### src/rtl/ds3fa_pkg.sv
package ds3fa_pkg;

  localparam int DS3_BLOCK_BITS = 85;
  localparam int DS3_BLOCKS     = 8;
  localparam int DS3_SUBS       = 7;

  typedef enum logic [1:0] {
    ST_FSRCH = 2'd0,
    ST_MSRCH = 2'd1,
    ST_PCHK  = 2'd2,
    ST_LOCK  = 2'd3
  } fa_state_t;

  // F-bits sit in odd blocks: 1 in the first and last of them, 0 between.
  function automatic logic f_expect(input int blk, input int nblocks);
    return (blk == 1) || (blk == nblocks - 1);
  endfunction

  // M-bits in the last three subframes read 0,1,0.
  function automatic logic m_expect(input int sub, input int nsubs);
    return sub == nsubs - 2;
  endfunction

endpackage

### src/rtl/ds3fa_pos_counter.sv
module ds3fa_pos_counter #(
  parameter int BLOCK_BITS = 85,
  parameter int BLOCKS     = 8,
  parameter int SUBS       = 7,
  localparam int BIT_W = $clog2(BLOCK_BITS),
  localparam int BLK_W = $clog2(BLOCKS),
  localparam int SUB_W = $clog2(SUBS)
) (
  input  logic             clk,
  input  logic             rst_n,
  input  logic             adv_i,
  input  logic             load_sub_i,
  input  logic [SUB_W-1:0] sub_val_i,
  output logic [BIT_W-1:0] bitc_o,
  output logic [BLK_W-1:0] blk_o,
  output logic [SUB_W-1:0] sub_o
);

  logic bit_wrap, blk_wrap;
  assign bit_wrap = bitc_o == BIT_W'(BLOCK_BITS - 1);
  assign blk_wrap = blk_o == BLK_W'(BLOCKS - 1);

  always_ff @(posedge clk or negedge rst_n) begin
    if (!rst_n) begin
      bitc_o <= '0;
      blk_o  <= '0;
      sub_o  <= '0;
    end else if (adv_i) begin
      if (bit_wrap) begin
        bitc_o <= '0;
        if (blk_wrap) begin
          blk_o <= '0;
          sub_o <= (sub_o == SUB_W'(SUBS - 1)) ? '0 : sub_o + 1'b1;
        end else begin
          blk_o <= blk_o + 1'b1;
        end
      end else begin
        bitc_o <= bitc_o + 1'b1;
      end
      if (load_sub_i) sub_o <= sub_val_i;
    end
  end

endmodule

### src/rtl/ds3fa_err_window.sv
module ds3fa_err_window #(
  parameter int DEPTH = 16,
  localparam int CNT_W = $clog2(DEPTH + 1)
) (
  input  logic             clk,
  input  logic             rst_n,
  input  logic             clr_i,
  input  logic             shift_i,
  input  logic             err_i,
  output logic [CNT_W-1:0] cnt_if_o
);

  logic [DEPTH-1:0] hist_q;
  logic [DEPTH-1:0] cand;

  assign cand = {hist_q[DEPTH-2:0], err_i};

  // Error count of the window if the current candidate were shifted in.
  always_comb begin
    cnt_if_o = '0;
    for (int i = 0; i < DEPTH; i++) cnt_if_o = cnt_if_o + CNT_W'(cand[i]);
  end

  always_ff @(posedge clk or negedge rst_n) begin
    if (!rst_n)       hist_q <= '0;
    else if (clr_i)   hist_q <= '0;
    else if (shift_i) hist_q <= cand;
  end


  win_clear_chk: assert property (@(posedge clk) disable iff (!rst_n)
    clr_i |=> (hist_q == '0));

endmodule

### src/rtl/ds3fa_parity_acc.sv
module ds3fa_parity_acc (
  input  logic clk,
  input  logic rst_n,
  input  logic en_i,
  input  logic payload_i,
  input  logic frame0_i,
  input  logic bit_i,
  output logic prev_par_o
);

  logic acc_q;

  always_ff @(posedge clk or negedge rst_n) begin
    if (!rst_n) begin
      acc_q      <= 1'b0;
      prev_par_o <= 1'b0;
    end else if (en_i) begin
      if (frame0_i) begin
        prev_par_o <= acc_q;
        acc_q      <= 1'b0;
      end else if (payload_i) begin
        acc_q <= acc_q ^ bit_i;
      end
    end
  end

endmodule

### src/rtl/ds3_frame_align.sv
module ds3_frame_align
  import ds3fa_pkg::*;
#(
  parameter int BLOCK_BITS  = DS3_BLOCK_BITS,
  parameter int BLOCKS      = DS3_BLOCKS,
  parameter int SUBS        = DS3_SUBS,
  parameter int FSYNC_LEN   = 10,
  parameter int F_WIN       = 16,
  parameter int F_LIM_LOOSE = 6,
  parameter int F_LIM_TIGHT = 3,
  parameter int M_WIN       = 4,
  parameter int M_LIM       = 3,
  localparam int BIT_W = $clog2(BLOCK_BITS),
  localparam int BLK_W = $clog2(BLOCKS),
  localparam int SUB_W = $clog2(SUBS)
) (
  input  logic             clk,
  input  logic             rst_n,
  input  logic             bit_i,
  input  logic             bit_en_i,
  input  logic             f_tight_i,
  input  logic             m_oof_en_i,
  input  logic             par_req_i,
  output logic             oof_o,
  output logic             frame_start_o,
  output logic [SUB_W-1:0] sub_o,
  output logic [BLK_W-1:0] blk_o,
  output logic             ovh_o
);

  localparam int FG_W = $clog2(FSYNC_LEN + 1);
  localparam int FC_W = $clog2(F_WIN + 1);
  localparam int MC_W = $clog2(M_WIN + 1);

  fa_state_t        st_q;
  logic [BIT_W-1:0] bitc_q;
  logic [BLK_W-1:0] blk_q;
  logic [SUB_W-1:0] sub_q;
  logic [FG_W-1:0]  fgood_q;
  logic [1:0]       m_hist_q;
  logic [1:0]       pstage_q;
  logic             p1_ok_q;
  logic             merr_q;
  logic             prev_par;
  logic [FC_W-1:0]  f_cnt_if;
  logic [MC_W-1:0]  m_cnt_if;
  logic [FC_W-1:0]  f_lim;

  // Position decode of the presented bit.
  logic is_ovh, first_slot, f_slot, m_slot, m_last, p1_slot, p2_slot, frame0;
  logic f_mis, m_mis, m_frame_err;

  assign is_ovh     = bitc_q == '0;
  assign first_slot = is_ovh && (blk_q == '0);
  assign f_slot     = is_ovh && blk_q[0];
  assign m_slot     = first_slot && (int'(sub_q) >= SUBS - 3);
  assign m_last     = first_slot && (int'(sub_q) == SUBS - 1);
  assign p1_slot    = first_slot && (int'(sub_q) == SUBS - 5);
  assign p2_slot    = first_slot && (int'(sub_q) == SUBS - 4);
  assign frame0     = first_slot && (sub_q == '0);
  assign f_mis      = f_slot && (bit_i != f_expect(int'(blk_q), BLOCKS));
  assign m_mis      = m_slot && (bit_i != m_expect(int'(sub_q), SUBS));
  assign m_frame_err = merr_q | m_mis;

  // Named events.
  logic slide_ev, adv, fsync_ev, relapse_ev, msync_ev, par_ok_ev, lock_ev;
  logic f_shift, m_shift, f_loss, m_loss;

  assign slide_ev   = (st_q == ST_FSRCH) && bit_en_i && f_mis;
  assign adv        = bit_en_i && !slide_ev;
  assign fsync_ev   = (st_q == ST_FSRCH) && bit_en_i && f_slot && !f_mis
                      && (fgood_q == FG_W'(FSYNC_LEN - 1));
  assign relapse_ev = ((st_q == ST_MSRCH) || (st_q == ST_PCHK)) && bit_en_i && f_mis;
  assign msync_ev   = (st_q == ST_MSRCH) && bit_en_i && first_slot
                      && ({m_hist_q, bit_i} == 3'b010);
  assign par_ok_ev  = (st_q == ST_PCHK) && bit_en_i && p2_slot && (pstage_q == 2'd2)
                      && p1_ok_q && (bit_i == prev_par);
  assign lock_ev    = (msync_ev && !par_req_i) || par_ok_ev;
  assign f_shift    = (st_q == ST_LOCK) && bit_en_i && f_slot;
  assign m_shift    = (st_q == ST_LOCK) && bit_en_i && m_last;
  assign f_lim      = f_tight_i ? FC_W'(F_LIM_TIGHT) : FC_W'(F_LIM_LOOSE);
  assign f_loss     = f_shift && (f_cnt_if >= f_lim);
  assign m_loss     = m_shift && m_oof_en_i && (m_cnt_if >= MC_W'(M_LIM));

  ds3fa_pos_counter #(
    .BLOCK_BITS(BLOCK_BITS), .BLOCKS(BLOCKS), .SUBS(SUBS)
  ) i_pos (
    .clk(clk), .rst_n(rst_n), .adv_i(adv), .load_sub_i(msync_ev),
    .sub_val_i(SUB_W'(SUBS - 1)),
    .bitc_o(bitc_q), .blk_o(blk_q), .sub_o(sub_q)
  );

  ds3fa_err_window #(.DEPTH(F_WIN)) i_fwin (
    .clk(clk), .rst_n(rst_n), .clr_i(lock_ev), .shift_i(f_shift),
    .err_i(f_mis), .cnt_if_o(f_cnt_if)
  );

  ds3fa_err_window #(.DEPTH(M_WIN)) i_mwin (
    .clk(clk), .rst_n(rst_n), .clr_i(lock_ev), .shift_i(m_shift),
    .err_i(m_frame_err), .cnt_if_o(m_cnt_if)
  );

  ds3fa_parity_acc i_par (
    .clk(clk), .rst_n(rst_n), .en_i(bit_en_i), .payload_i(!is_ovh),
    .frame0_i(frame0), .bit_i(bit_i), .prev_par_o(prev_par)
  );

  always_ff @(posedge clk or negedge rst_n) begin
    if (!rst_n) begin
      st_q <= ST_FSRCH;
    end else begin
      unique case (st_q)
        ST_FSRCH: if (fsync_ev) st_q <= ST_MSRCH;
        ST_MSRCH: begin
          if (relapse_ev)    st_q <= ST_FSRCH;
          else if (msync_ev) st_q <= par_req_i ? ST_PCHK : ST_LOCK;
        end
        ST_PCHK: begin
          if (relapse_ev)     st_q <= ST_FSRCH;
          else if (par_ok_ev) st_q <= ST_LOCK;
        end
        ST_LOCK: if (f_loss || m_loss) st_q <= ST_FSRCH;
        default: st_q <= ST_FSRCH;
      endcase
    end
  end

  always_ff @(posedge clk or negedge rst_n) begin
    if (!rst_n) begin
      fgood_q  <= '0;
      m_hist_q <= 2'b11;
      pstage_q <= 2'd0;
      p1_ok_q  <= 1'b0;
      merr_q   <= 1'b0;
    end else begin
      if (st_q != ST_FSRCH) fgood_q <= '0;
      else if (bit_en_i && f_slot) fgood_q <= f_mis ? '0 : fgood_q + 1'b1;

      if (st_q != ST_MSRCH) m_hist_q <= 2'b11;
      else if (bit_en_i && first_slot) m_hist_q <= {m_hist_q[0], bit_i};

      if (st_q != ST_PCHK) pstage_q <= 2'd0;
      else if (bit_en_i && frame0 && pstage_q != 2'd2) pstage_q <= pstage_q + 2'd1;

      if (bit_en_i && p1_slot) p1_ok_q <= (bit_i == prev_par);

      if (st_q != ST_LOCK) merr_q <= 1'b0;
      else if (bit_en_i && m_slot) merr_q <= m_last ? 1'b0 : m_frame_err;
    end
  end

  assign oof_o         = st_q != ST_LOCK;
  assign frame_start_o = (st_q == ST_LOCK) && bit_en_i && frame0;
  assign sub_o         = sub_q;
  assign blk_o         = blk_q;
  assign ovh_o         = is_ovh;


  gap_hold_chk: assert property (@(posedge clk) disable iff (!rst_n)
    !bit_en_i |=> ($stable({sub_q, blk_q, bitc_q}) && $stable(st_q)));


  slide_hold_chk: assert property (@(posedge clk) disable iff (!rst_n)
    slide_ev |=> $stable({sub_q, blk_q, bitc_q}));


  lock_entry_chk: assert property (@(posedge clk) disable iff (!rst_n)
    $fell(oof_o) |-> $past(msync_ev || par_ok_ev));


  nopar_lock_chk: assert property (@(posedge clk) disable iff (!rst_n)
    (msync_ev && !par_req_i) |=> !oof_o);


  oof_cause_chk: assert property (@(posedge clk) disable iff (!rst_n)
    $rose(oof_o) |-> $past(f_loss || m_loss));

endmodule

### config.mk
export PLATFORM = sky130hd
export DESIGN_NAME = ds3_frame_align
export DESIGN_NICKNAME = d
export VERILOG_FILES = /design/src/rtl/ds3fa_pkg.sv /design/src/rtl/ds3fa_pos_counter.sv /design/src/rtl/ds3fa_err_window.sv /design/src/rtl/ds3fa_parity_acc.sv /design/src/rtl/ds3_frame_align.sv
export SDC_FILE = /design/constraint.sdc
export NUM_CORES = 1
export LEC_CHECK = 0
export BUFFER_PORTS_ARGS = -buffer_cell sky130_fd_sc_hd__buf_4
export CORE_AREA = 2 2 80 82
export DETAILED_ROUTE_END_ITERATION = 10
export DIE_AREA = 0 0 82 84
export HOLD_SLACK_MARGIN = 0.02
export PLACE_DENSITY = 0.66
export SYNTH_ARGS = -nofsm -noshare
export SYNTH_HDL_FRONTEND = slang
export SYNTH_SLANG_ARGS = --single-unit
export TNS_END_PERCENT = 30
### constraint.sdc
create_clock -name clk -period 7.63 [get_ports clk]
set_input_delay 1.1445 -clock clk [delete_from_list [all_inputs] [get_ports clk]]
set_output_delay 1.1445 -clock clk [all_outputs]
set_load 0.05 [all_outputs]
Yosys cells after proc, flatten, opt, wreduce, memory -nomap -nowiden
Cells that the tools add are included.

word-level totals
  input port bits = 7
  bits in latches = 0
  register bits = 45
  bits in read-only memories = 0
  bits in writable memories = 0
  memories kept = 0

operators by class
  div/mod/pow operators = 0
  $add $sub $neg = 23
  reductions and logical operators = 64
  shifts and indexed selects = 0
  multiplexer cells = 31
  bitwise operators = 2
  equality and inequality tests = 27
  multiply operators = 0
  magnitude comparators = 3

operators with widths
  kind                 count
  $add 5x1->5          13
  $logic_and 1x1->1    39
  $mux 15              2
  $mux 3               8
  $mux 2               10
  $reduce_bool 2->1    9
  $eq 3x3->1 const B   5
  $mux 4               3
  $ne 2x2->1 const B   5
  $eq 3x2->1 const B   3
  $pmux 2 s4           1
  $add 7x1->7 const B  1
  $eq 7x7->1 const B   1
  $logic_not 7->1      1
  $mux 7               1
  $add 2x1->3          2
  $add 3x1->3 const B  2
  $eq 2x2->1 const B   3
  $logic_not 3->1      2
  $mux 1               6
  $ne 3x3->1 const B   2
  $reduce_and 2->1     3
  $ge 5x3->1           1
  $add 1x1->2          2
  other kinds (18)     25

Depth between registers and ports, before layout
Gate-level depths: netlist of run 1.

  depth after elaboration = 24
  mapped depth = 22
  depth with buffers taken out = 21

Hierarchy
Synthesis of run 1 repeated with hierarchy kept, for this count alone.

second synthesis, totals
  cell total of the unflattened synthesis = 324
  area, all modules = 3083.0 µm²

by module, submodules not included
  module                     cells each  sequential area each (µm²)  area an instance (µm²)  times used
  ds3_frame_align            130         302.8                       1043.5                  1
  ds3fa_err_window (i_fwin)  95          375.4                       1021.0                  1
  ds3fa_pos_counter          72          325.3                       747.0                   1
  ds3fa_err_window (i_mwin)  17          75.1                        180.2                   1
  ds3fa_parity_acc           10          50.0                        91.3                    1

Least setup slack after synthesis of run 1
Ideal clock, no wire load.

  path kind = in2reg
  start = input port bit_i
  end = register st_q[0]
  library setup time = 0.127 ns
  buffers on the path = 1
  required time = 7.503 ns
  arrival time = 5.951 ns
  cell stages on the path = 18
  setup slack = 1.551 ns
  cell sequence = buf_2 > xnor2_1 > and3_4 > fa_1 > inv_1 > fa_1 > fa_1 > fa_1 > fa_1 > inv_1 > ha_1 > fa_1 > xor2_1 > ha_1 > a311oi_1 > a21oi_1 > o221a_2 > mux2_1

between the ends
  longest elaborated chain between the ends = 22
  elaborated cells between the ends (all ways) = 44
  classes of those cells = 18 x add/sub; 2 x order compare; 8 x eq/ne; 3 x mux; 1 x bitwise; 12 x reduce/logical

ends and longest elaborated chain
  item                               line                    RTL
  from (decl)                        ds3_frame_align.sv:19   input logic bit_i,
  $ne 1x1->1                         ds3_frame_align.sv:61   assign f_mis = f_slot && (bit_i != f_expect(int'(blk_q), BLOCKS));
  $logic_and 1x1->1                  ds3_frame_align.sv:61
  $add 1x1->2                        ds3fa_err_window.sv:21  for (int i = 0; i < DEPTH; i++) cnt_if_o = cnt_if_o + CNT_W'(cand[i]);
  $add 2x1->3                        ds3fa_err_window.sv:21
  $add 5x1->5 (13 in series)         ds3fa_err_window.sv:21
  $ge 5x3->1                         ds3_frame_align.sv:82   assign f_loss = f_shift && (f_cnt_if >= f_lim);
  $logic_and 1x1->1                  ds3_frame_align.sv:82
  $logic_or 1x1->1                   ds3_frame_align.sv:122  ST_LOCK: if (f_loss || m_loss) st_q <= ST_FSRCH;
  $ne 2x2->1 (no source line)        n/a
  $reduce_and 4->1 (no source line)  n/a
  to (signal assigned)               ds3_frame_align.sv:116  else if (msync_ev) st_q <= par_req_i ? ST_PCHK : ST_LOCK;
  to (decl)                          ds3_frame_align.sv:35   fa_state_t st_q;

Parallel ways exist; a longest one is shown, timed or not.
A chain may end at the register's enable or synchronous reset.

Final worst setup path of run 1
  start = register i_pos.blk_o[0]
  end = register st_q[0]

between the ends
  longest elaborated chain between the ends = 24
  elaborated cells between the ends (all ways) = 58
  classes of those cells = 18 x add/sub; 2 x order compare; 7 x eq/ne; 3 x mux; 1 x bitwise; 27 x reduce/logical

ends and longest elaborated chain
  item                                             line                     RTL
  from (decl)                                      ds3fa_pos_counter.sv:15  output logic [BLK_W-1:0] blk_o,
  from (signal assigned)                           ds3fa_pos_counter.sv:35  blk_o <= blk_o + 1'b1;
  $eq 3x2->1 / $eq 3x1->1 (equally long branches)  ds3fa_pkg.sv:16          return (blk == 1) || (blk == nblocks - 1);
  $logic_or 1x1->1                                 ds3fa_pkg.sv:16
  $ne 1x1->1                                       ds3_frame_align.sv:61
  $logic_and 1x1->1                                ds3_frame_align.sv:61
  $add 1x1->2                                      ds3fa_err_window.sv:21
  $add 2x1->3                                      ds3fa_err_window.sv:21
  $add 5x1->5 (13 in series)                       ds3fa_err_window.sv:21
  $ge 5x3->1                                       ds3_frame_align.sv:82
  $logic_and 1x1->1                                ds3_frame_align.sv:82
  $logic_or 1x1->1                                 ds3_frame_align.sv:122
  $ne 2x2->1 (no source line)                      n/a
  $reduce_and 4->1 (no source line)                n/a

Parallel ways exist; a longest one is shown, timed or not.

==> results of run 1 <==
stage by stage:
stage                     worst slack (ns)  instances  hold slack (ns)  util (%)  cell area, um^2
after global routing                  1.23        394            0.542      52.1             3180
final                                 1.47        394            0.516      52.1             3180
after global placement                1.31        386            0.491      50.3             3070
after floorplan                       1.55        303            0.480         -             2910
after detailed placement              1.21        386            0.503      50.3             3070
after CTS                             1.49        394            0.523      52.1             3180
final timing paths:
path	startpoint	to	slack (ns)	depth (start not counted)
worst min register to register	p1_ok_q$_DFFE_PN0P_	p1_ok_q$_DFFE_PN0P_	0.52	1
min in group asynchronous	rst_n	pstage_q[1]$_DFFE_PN0P_	0.84	1
worst max register to register	i_pos.blk_o[0]$_DFFE_PN0P_	st_q[0]$_DFFE_PN0P_	1.47	20
max in group asynchronous	rst_n	i_fwin.hist_q[9]$_DFFE_PN0P_	6.39	1
worst min-delay path	p1_ok_q$_DFFE_PN0P_	p1_ok_q$_DFFE_PN0P_	0.52	1
worst max-delay path	i_pos.blk_o[0]$_DFFE_PN0P_	st_q[0]$_DFFE_PN0P_	1.47	20
cell families (layout without fill, tap and decap cells):
logic type                 after synthesis  in the layout  synth area share (%)
and+or+nand+nor                        100            100                  18.1
AOI/OAI and AO/OA                       58             58                  12.1
buffers and inverters                   47             61                  6.84
DFF                                     45             45                  38.8
adders and majority gates               34             34                  17.5
muxes                                   14             14                  5.12
xor gates and xnor gates                 5              5                  1.51
area by class of cell:
cell class              instances  area (um^2)  share of cell area [%]
flip-flops and latches         45         1130                    35.5
well taps                      77         96.3                    3.03
clock inverters                 2         38.8                    1.22
inverters                      36          135                    4.25
multi-input cells             211         1580                    49.7
clock buffers                   6         72.6                    2.28
repair buffers                 17          128                    4.02
metal layers:
metal | up-vias | GRT usage, % | wire length [um]
met1 | 1016 | 24.9 | 2740
met2 | 23 | 28.3 | 2680
met4 | 0 | 5.61 | 93
li1 | 1048 | - | -
met3 | 8 | 3.25 | 105
met5 | - | 0 | 0
worst register-to-register path, stage by stage, from the launching register on:
cell	delay, ns
dfrtp_1	0.52
ha_1	0.29
mux2i_1	0.26
xnor2_1	0.10
buf_4	0.18
and3_4	0.18
fa_1	0.53
inv_1	0.05
fa_1	0.46
fa_1	0.54
fa_1	0.43
fa_1	0.49
inv_1	0.04
ha_1	0.19
fa_1	0.40
xor2_1	0.16
ha_1	0.27
a311oi_1	0.24
a21oi_1	0.10
o221a_2	0.31
mux2_1	0.31
power by group through the flow:
| stage | clock [mW] | sequential, mW | combinational, mW |
|---|---|---|---|
| 6_report | 0.180 | 0.298 | 0.190 |
| 5_1_grt | 0.195 | 0.304 | 0.208 |
| 4_1_cts | 0.186 | 0.298 | 0.191 |
| 3_5_place_dp | 0 | 0.302 | 0.190 |
| 3_3_place_gp | 0 | 0.301 | 0.187 |
| 2_1_floorplan | 0 | 0.300 | 0.138 |
flip-flops by register name (all words and copies together) (netlist names):
register and flops:
i_fwin.hist_q 15, merr_q 1, p1_ok_q 1, i_mwin.hist_q 3
pstage_q 2, i_pos.bitc_o 7, i_par.acc_q 1, i_par.prev_par_o 1
fgood_q 4, i_pos.blk_o 3, st_q 2, m_hist_q 2
i_pos.sub_o 3
cells in the final DEF (no fill, tap or decap), types with 4 or more instances in the layout:
| cell type | n |
|---|---|
| dfrtp_1 | 43 |
| nand2_1 | 38 |
| inv_1 | 36 |
| a21oi_1 | 23 |
| ha_1 | 23 |
| o21ai_0 | 17 |
| buf_4 | 17 |
| nor2_1 | 15 |
| fa_1 | 11 |
| mux2i_1 | 7 |
| nor2b_1 | 6 |
| nand3_1 | 6 |
| nor3_1 | 5 |
| mux2_2 | 5 |
| clkbuf_8 | 5 |
| and2_1 | 4 |
| xnor2_1 | 4 |
| nand4_1 | 4 |
==> impl_metrics.tcl, run 1 <==
set metrics [dict create \
    totalPowerFinal_mw 0.667 \
    diodes 0 \
    clk_pin_slew_worst_paths_ns 0.08 \
    cpPeakStageDelay_ns 0.54 \
    setup_tns_ns 0 \
    syn-instance-count 303 \
    setup_viol 0 \
    num_vias 2095 \
    powerDensity_nw_per_um2 210 \
    slew_violations 0 \
    grt_antenna_before_repair 0 \
    num-fill-cells 583 \
    ctsHoldBuffers 0 \
    drv_cap 0 \
    die_h_um 84 \
    fmax_mhz 162 \
    synth.most_common_cell "dfrtp_1" \
    crit_slowest_cell "fa_1" \
    gp_congestion 0.751 \
    die_w_um 82 \
    swShare_pct 34.4 \
    synth-main-ff-cell "dfrtp_1" \
    syn_area_per_cell_um2 9.59 \
    yosysSeqAreaShare_pct 38.8 \
    postCtsSetupRepairBufs 0 \
    wirelength_mm 5.62 \
    clockBufferDepth 2 \
    grt.total_usage_pct 18.0 \
    drc 0 \
    cts_tree "done" \
    io_buffer_count 15 \
    status "finished clean" \
    finalHoldViolations 0 \
    grt.overflow.total 0 \
    netlist_area_um2 2910 \
    critical-path-top-delay-family "adder cells" \
    grt_start_max_net_pins 46 \
    clock-sinks 45 \
    nets 357 \
    dieArea_um2 6890 \
    worst_pin_slew_ns 0.625 \
    worstPathArrival_ns 6.33 \
    ys_ff_latch 45 \
    root_buffer "clkbuf_8" \
    syn_nets 344 \
    vdd_ir_drop_max_v 0.000112 \
    yosys-top-cells-count "dfrtp_1 (43), nand2_1 (38), inv_1 (36), a21oi_1 (23), ha_1 (23)" \
    cpMostUsedCell "fa_1" \
    fin_crit_ns 6.16 \
    hpwl_mm 4.21 \
    core_area_um2 6100 \
    p_sw_mw 0.230 \
    path_max_fanout 11 \
    area_delta_synth_final_pct 9.34 \
    numCtsBuffers 5 \
    yosysTopAreaCellShare_pct 37.0 \
    rsz0062_at_grt "no" \
    worstSetupEndpointType "flop" \
    clk_latency_ns 0.30 \
    synthArstFlopShare_pct 100 \
    fin_crit_sh_pct 80.7 \
    cts_resized 0 \
    comb_power_share_pct 28.5 \
    start_util_pct 47.7 \
    synth_cell_type_count 51 \
    yosysWarnings 0 \
    io_pins 16 \
    skew_ns 0.00793 \
    start_kind "flop" \
    synth_enable_flop_cells 0 \
    drt-pass1-iter-count 4 \
    critical_path_buf_inv_count 3 \
    power_frac_clock_pct 26.9 \
    grt_pass1_wl_mm 9.63 \
    wl_per_cell_um 14.3 \
    worstSetupPathType "reg2reg" \
    synthTopCellsByArea "dfrtp_1 (37%), ha_1 (9.9%), fa_1 (7.6%), nand2_1 (4.9%), inv_1 (4.6%)" \
    seqPwrFrac_pct 44.6 \
    rows 29 \
    htree_levels 2 \
    relSlewSlack_pct 58.2 \
    ant_nets 0 \
    p_int_mw 0.437 \
    drive_above_1_share_pct 12.6 \
    power_leakage_nw 1.48 \
    crit_chain "ha_1 -> mux2i_1 -> xnor2_1 -> buf_4 -> and3_4 -> fa_1 -> inv_1 -> fa_1 -> fa_1 -> fa_1 -> fa_1 -> inv_1 -> ha_1 -> fa_1 -> xor2_1 -> ha_1 -> a311oi_1 -> a21oi_1 -> o221a_2 -> mux2_1" \
    worstPathRequired_ns 7.81 \
    vias_per_cell 5.32 \
    yosys.area.top_type "dfrtp_1" \
    first_iter_violations 108 \
    grt_pass1_vias 2091 \
    hp-class "reg2reg" \
]
Note: power is estimated with default switching activity, not from simulation.
==> run 2: changes to the inputs <==
--- a/config.mk
+++ b/config.mk
@@ -10,7 +10,7 @@
 export DETAILED_ROUTE_END_ITERATION = 10
 export DIE_AREA = 0 0 82 84
 export HOLD_SLACK_MARGIN = 0.02
-export PLACE_DENSITY = 0.66
+export PLACE_DENSITY = 0.68
 export SYNTH_ARGS = -nofsm -noshare
 export SYNTH_HDL_FRONTEND = slang
 export SYNTH_SLANG_ARGS = --single-unit
==> constraint.sdc (replaced) <==
create_clock -name clk -period 5.1 [get_ports clk]
set_input_delay 0.765 -clock clk [delete_from_list [all_inputs] [get_ports clk]]
set_output_delay 0.765 -clock clk [all_outputs]
set_load 0.05 [all_outputs]
==> run 2 against run 1 <==
  * Critical path depth stayed put
  * The run now ends with negative setup slack left
  * Design area up 3.9%
  * Highest routed layer unchanged
  * Setup slack got worse by 2.0 ns
  * Cell count increased by 4.6%
  * Largest cell class unchanged
  * Flip-flop and latch count did not move
  * Largest power group unchanged
  * Critical path type unchanged
  * Clock-buffer cell count rose by 2
  * Hold slack worse by 0.054 ns
  * Total power up 52%
  * Sequential share of layout area shrank 1.3 points
  * Register-to-register slack worse by 2.0 ns
  * Die area unchanged
  * Combinational power rose by 89%
==> impl_metrics.tcl, run 2 (synthesis results as in run 1) <==
set metrics [dict create \
    relSlewSlack_pct 53.1 \
    power_leakage_nw 1.55 \
    use_met2_pct 29.8 \
    root_buffer "clkbuf_8" \
    fin_crit_ns 5.60 \
    status "finished with violations" \
    final_cells 412 \
    setup_tns_ns -1.00 \
    path_max_fanout 2 \
    violations "negative setup slack" \
    grt_antenna_before_repair 0 \
    layout_setup_ws_ns -0.504 \
    busiest_layer "met2" \
    gp_congestion 0.789 \
    largestRegisters "i_fwin.hist_q: 15 flops, i_pos.bitc_o: 7 flops, fgood_q: 4 flops" \
    clockBufferDepth 2 \
    io_buffer_count 15 \
    vias_per_cell 5.31 \
    wl_per_cell_um 13.9 \
    rsz0062_at_grt "yes" \
    post-place-ws_ns -0.680 \
    drv_cap 0 \
    fin_crit_sh_pct 110 \
    cpPeakStageDelay_ns 0.53 \
    powerDensity_nw_per_um2 306 \
    mostFrequentLayoutCells "dfrtp_1 (41), nand2_1 (38), inv_1 (35), buf_4 (35), a21oi_1 (23)" \
    largest_reg_flops 15 \
    crit_slowest_cell "fa_1" \
    diodes 0 \
    drive_above_1_share_pct 18.8 \
    slew_violations 0 \
    worstSetupPathType "reg2reg" \
    dp_cells 404 \
    cts_tree "done" \
    core_area_um2 6100 \
    clk_latency_ns 0.29 \
    grt.total_usage_pct 18.8 \
    hp-class "in2async" \
    hpwl_mm 4.34 \
    grt_start_max_net_pins 46 \
    worst_pin_slew_ns 0.697 \
    drc 0 \
    numCtsBuffers 5 \
    die_w_um 82 \
    cpMostUsedCell "fa_1" \
    start_kind "flop" \
    fmax_mhz 178 \
    nets 375 \
    dieArea_um2 6890 \
    clk_pin_slew_worst_paths_ns 0.08 \
    area_delta_synth_final_pct 13.6 \
    grtUsageMet3_pct 3.57 \
    num_vias 2188 \
    top_register "i_fwin.hist_q" \
    start_util_pct 47.7 \
    wirelength_mm 5.72 \
    clock-sinks 45 \
    rows 29 \
    fin_hold_ws_ns 0.462 \
    first_iter_violations 62 \
    postCtsSetupRepairBufs 0 \
    drt-pass1-iter-count 4 \
    crit_chain "inv_1 -> ha_1 -> nor3b_2 -> and2_1 -> and3_4 -> fa_1 -> inv_1 -> fa_1 -> fa_1 -> fa_1 -> fa_1 -> inv_1 -> ha_2 -> fa_2 -> xor2_1 -> ha_1 -> a311oi_1 -> a21oi_1 -> o221a_2 -> mux2_1" \
    worstPathRequired_ns 5.28 \
    setup_viol 2 \
    io_pins 16 \
    grt_pass1_vias 2202 \
    grt.overflow.total 0 \
    die_h_um 84 \
    grt_pass1_wl_mm 10.0 \
    skew_ns 0.00309 \
    ctsHoldBuffers 0 \
    worstPathArrival_ns 5.78 \
    htree_levels 2 \
    worstSetupEndpointType "flop" \
    finalHoldViolations 0 \
    vdd_ir_drop_max_v 0.000175 \
    final_common_cell "dfrtp_1" \
    grt_use_met1_pct 26.3 \
    ant_nets 0 \
]
-- run 2: cell types whose count changed in the layout (fill, tap and decap cells not counted), moves of 2 or more --
cell	delta
buf_4	+18
dfrtp_1	-2
dfrtp_2	+2
ha_1	-2
ha_2	+2
-- run 2: cell type report --
| class | count | area (um^2) |
|---|---|---|
| multi-input cells | 211 | 1590 |
| well taps | 77 | 96.3 |
| fillers | 553 | 2790 |
| inverters | 36 | 135 |
| repair buffers | 35 | 263 |
| clock buffers | 8 | 90.1 |
| flip-flops and latches | 45 | 1130 |
-- run 2: path summary, 6_finish.rpt --
check | from | end | slack [ns] | cells past startpoint
max | i_pos.bitc_o[0]$_DFFE_PN0P_ | st_q[0]$_DFFE_PN0P_ | -0.50 | 20
min | rst_n | i_pos.sub_o[0]$_DFFE_PN0P_ | 0.46 | 1
max reg2reg | i_pos.bitc_o[0]$_DFFE_PN0P_ | st_q[0]$_DFFE_PN0P_ | -0.50 | 20
min reg2reg | p1_ok_q$_DFFE_PN0P_ | p1_ok_q$_DFFE_PN0P_ | 0.53 | 1
max in group asynchronous | rst_n | i_pos.blk_o[1]$_DFFE_PN0P_ | 4.23 | 1
min in group clk | p1_ok_q$_DFFE_PN0P_ | p1_ok_q$_DFFE_PN0P_ | 0.53 | 1
-- run 2: power breakdown --
part           switching, mW  leakage (nW)  total [mW]  internal (mW)
logic                  0.201         0.908       0.360          0.158
clock network          0.118        0.0455       0.229          0.111
registers             0.0287         0.595       0.423          0.394
total                  0.348          1.55        1.01          0.664
-- run 2: metal layers --
metal  vias up  part of all wire, %
met4         0                  1.3
li1       1083                    -
met3         6                  2.6
met1      1081                   47
met5         -                    0
met2        18                   50
-- run 2: worst max-delay path, delay by kind of cell, from the launching register on --
| kind | cells | cell delay [ns] |
|---|---|---|
| adders and majority gates | 9 | 3.42 |
| AOI/OAI and AO/OA | 3 | 0.62 |
| and+or+nand+nor | 3 | 0.50 |
| DFF | 1 | 0.35 |
| muxes | 1 | 0.31 |
| buffers and inverters | 3 | 0.15 |
| xor gates and xnor gates | 1 | 0.15 |
-- run 2: through the flow --
step / utilization (%) / instance area, um^2 / power, mW
6_report: 54.2 / 3300 / 1.01
5_1_grt: 54.2 / 3300 / 1.08
3_5_place_dp: 52.6 / 3210 / 0.793
4_1_cts: 54.2 / 3300 / 1.02
3_3_place_gp: 52.6 / 3210 / 0.784
2_1_floorplan: - / 2910 / 0.656
-- run 2: what timing repair did --
action,4_1_cts,5_1_grt
resized for setup,2,1
setup endpoints to repair,2,2
gates cloned,0,0
==> run 3: changes to the inputs <==
--- a/config.mk
+++ b/config.mk
@@ -7,6 +7,7 @@
 export LEC_CHECK = 0
 export BUFFER_PORTS_ARGS = -buffer_cell sky130_fd_sc_hd__buf_4
 export CORE_AREA = 2 2 80 82
+export CTS_BUF_LIST = sky130_fd_sc_hd__clkbuf_8 sky130_fd_sc_hd__clkbuf_16
 export DETAILED_ROUTE_END_ITERATION = 10
 export DIE_AREA = 0 0 82 84
 export HOLD_SLACK_MARGIN = 0.02
==> run 3 against run 2 <==
  * Highest routed layer unchanged
  * The run still ends with negative setup slack left
  * Cell count unchanged
  * Critical path type unchanged
  * Hold slack hardly changed
  * Utilization unchanged
  * Flip-flop and latch count unchanged
  * Clock-buffer cell count decreased by 2
==> impl_metrics.tcl, run 3 (synthesis results as in run 1) <==
set metrics [dict create \
    status "finished with violations" \
    violations "negative setup slack" \
    setup_tns_ns -0.999 \
    clk_latency_ns 0.29 \
    fin_crit_sh_pct 110 \
    critical_path_buf_inv_count 3 \
    totalPowerFinal_mw 1.01 \
    clockBufferDepth 2 \
    worstSetupPathType "reg2reg" \
    vdd_ir_drop_max_v 0.000175 \
    core_area_um2 6100 \
    hpwl_mm 4.34 \
    grt_pass1_vias 2202 \
    skew_ns 0.00332 \
    grt_pass1_wl_mm 10.0 \
    vias_per_cell 5.33 \
    htree_levels 2 \
    multi_input_area_um2 1590 \
    worstSetupStartpoint "i_pos.bitc_o[0]$_DFFE_PN0P_" \
    cpPeakStageDelay_ns 0.53 \
    critical-path-top-delay-family "adder cells" \
    crit_slowest_cell "fa_1" \
    powerDensity_nw_per_um2 306 \
    top_register "i_fwin.hist_q" \
    start_util_pct 47.7 \
    start_kind "flop" \
    cpMostUsedCell "fa_1" \
    worstSetupEndpointType "flop" \
    relSlewSlack_pct 53.2 \
    drc 0 \
    crit_chain "inv_1 -> ha_1 -> nor3b_2 -> and2_1 -> and3_4 -> fa_1 -> inv_1 -> fa_1 -> fa_1 -> fa_1 -> fa_1 -> inv_1 -> ha_2 -> fa_2 -> xor2_1 -> ha_1 -> a311oi_1 -> a21oi_1 -> o221a_2 -> mux2_1" \
    cts_resized 2 \
    first_iter_violations 62 \
    worstPathArrival_ns 5.78 \
    layout_setup_ws_ns -0.503 \
    fin_crit_ns 5.60 \
    ant_nets 0 \
    area_delta_synth_final_pct 13.6 \
    grt_antenna_before_repair 0 \
    rsz0062_at_grt "yes" \
    reg2regPathDepth 20 \
    hp-class "in2async" \
    path_max_fanout 2 \
    drive_above_1_share_pct 18.8 \
    drv_cap 0 \
    rows 29 \
    io_buffer_count 15 \
    finalHoldViolations 0 \
    rr_startpoint "i_pos.bitc_o[0]$_DFFE_PN0P_" \
    numCtsBuffers 5 \
    largestRegisters "i_fwin.hist_q: 15 flops, i_pos.bitc_o: 7 flops, fgood_q: 4 flops" \
    nets 375 \
    wirelength_mm 5.74 \
    postCtsSetupRepairBufs 0 \
    fmax_mhz 178 \
    setup_viol 2 \
    drt-pass1-iter-count 4 \
    worstPathRequired_ns 5.28 \
    final_common_cell "dfrtp_1" \
    num_vias 2197 \
    mostFrequentLayoutCells "dfrtp_1 (41), nand2_1 (38), inv_1 (37)" \
    worst_pin_slew_ns 0.696 \
    clock-sinks 45 \
    slew_violations 0 \
    grt.total_usage_pct 18.8 \
    power_leakage_nw 1.56 \
    largest_reg_flops 15 \
    num-fill-cells 553 \
    grt_start_max_net_pins 46 \
    grt.overflow.total 0 \
    root_buffer "clkbuf_8" \
    io_pins 16 \
    dieArea_um2 6890 \
    cts_tree "done" \
    reg2reg_to "st_q[0]$_DFFE_PN0P_" \
    wl_per_cell_um 13.9 \
    rrSetupSlack_ns -0.50 \
    clk_pin_slew_worst_paths_ns 0.08 \
    die_h_um 84 \
    diodes 0 \
    die_w_um 82 \
    seqCellArea_um2 1130 \
    gp_congestion 0.789 \
    ctsHoldBuffers 0 \
]
run 3: routing by layer:
layer,track usage [%],vias up,wire length (um)
met1,26.3,1086,2660
met2,29.8,20,2850
met5,0,-,0
met3,3.57,6,152
met4,5.00,0,74
li1,-,1085,-
run 3: per-stage QoR:
stage	setup slack [ns]	cells	util (%)	hold WS, ns	area (um^2)
final	-0.503	412	54.2	0.462	3300
after global routing	-0.696	412	54.2	0.504	3300
after CTS	-0.532	412	54.2	0.481	3300
after detailed placement	-0.680	404	52.6	0.509	3210
after global placement	-0.561	404	52.6	0.495	3210
after floorplan	-0.511	303	-	0.469	2910
run 3: cell type report:
class,count,share of cell area (%)
timing repair buffer,35,7.96
multi-input combinational,211,48.0
clock buffer,6,2.50
sequential,45,34.3
clock inverter,2,0.227
inverter,36,4.09
tap,77,2.92
run 3: power by group:
part	leakage, nW	switching, mW	internal [mW]
Sequential	0.595	0.0287	0.394
Clock	0.0538	0.119	0.107
Combinational	0.908	0.202	0.158
run 3: how the worst max path moves through the flow:
stage               depth (start not counted)                  end
floorplan                                  21  st_q[0]$_DFFE_PN0P_
global placement                           18  st_q[0]$_DFFE_PN0P_
detailed placement                         18  st_q[0]$_DFFE_PN0P_
CTS                                        19  st_q[0]$_DFFE_PN0P_
global route                               19  st_q[0]$_DFFE_PN0P_
finish                                     20  st_q[0]$_DFFE_PN0P_
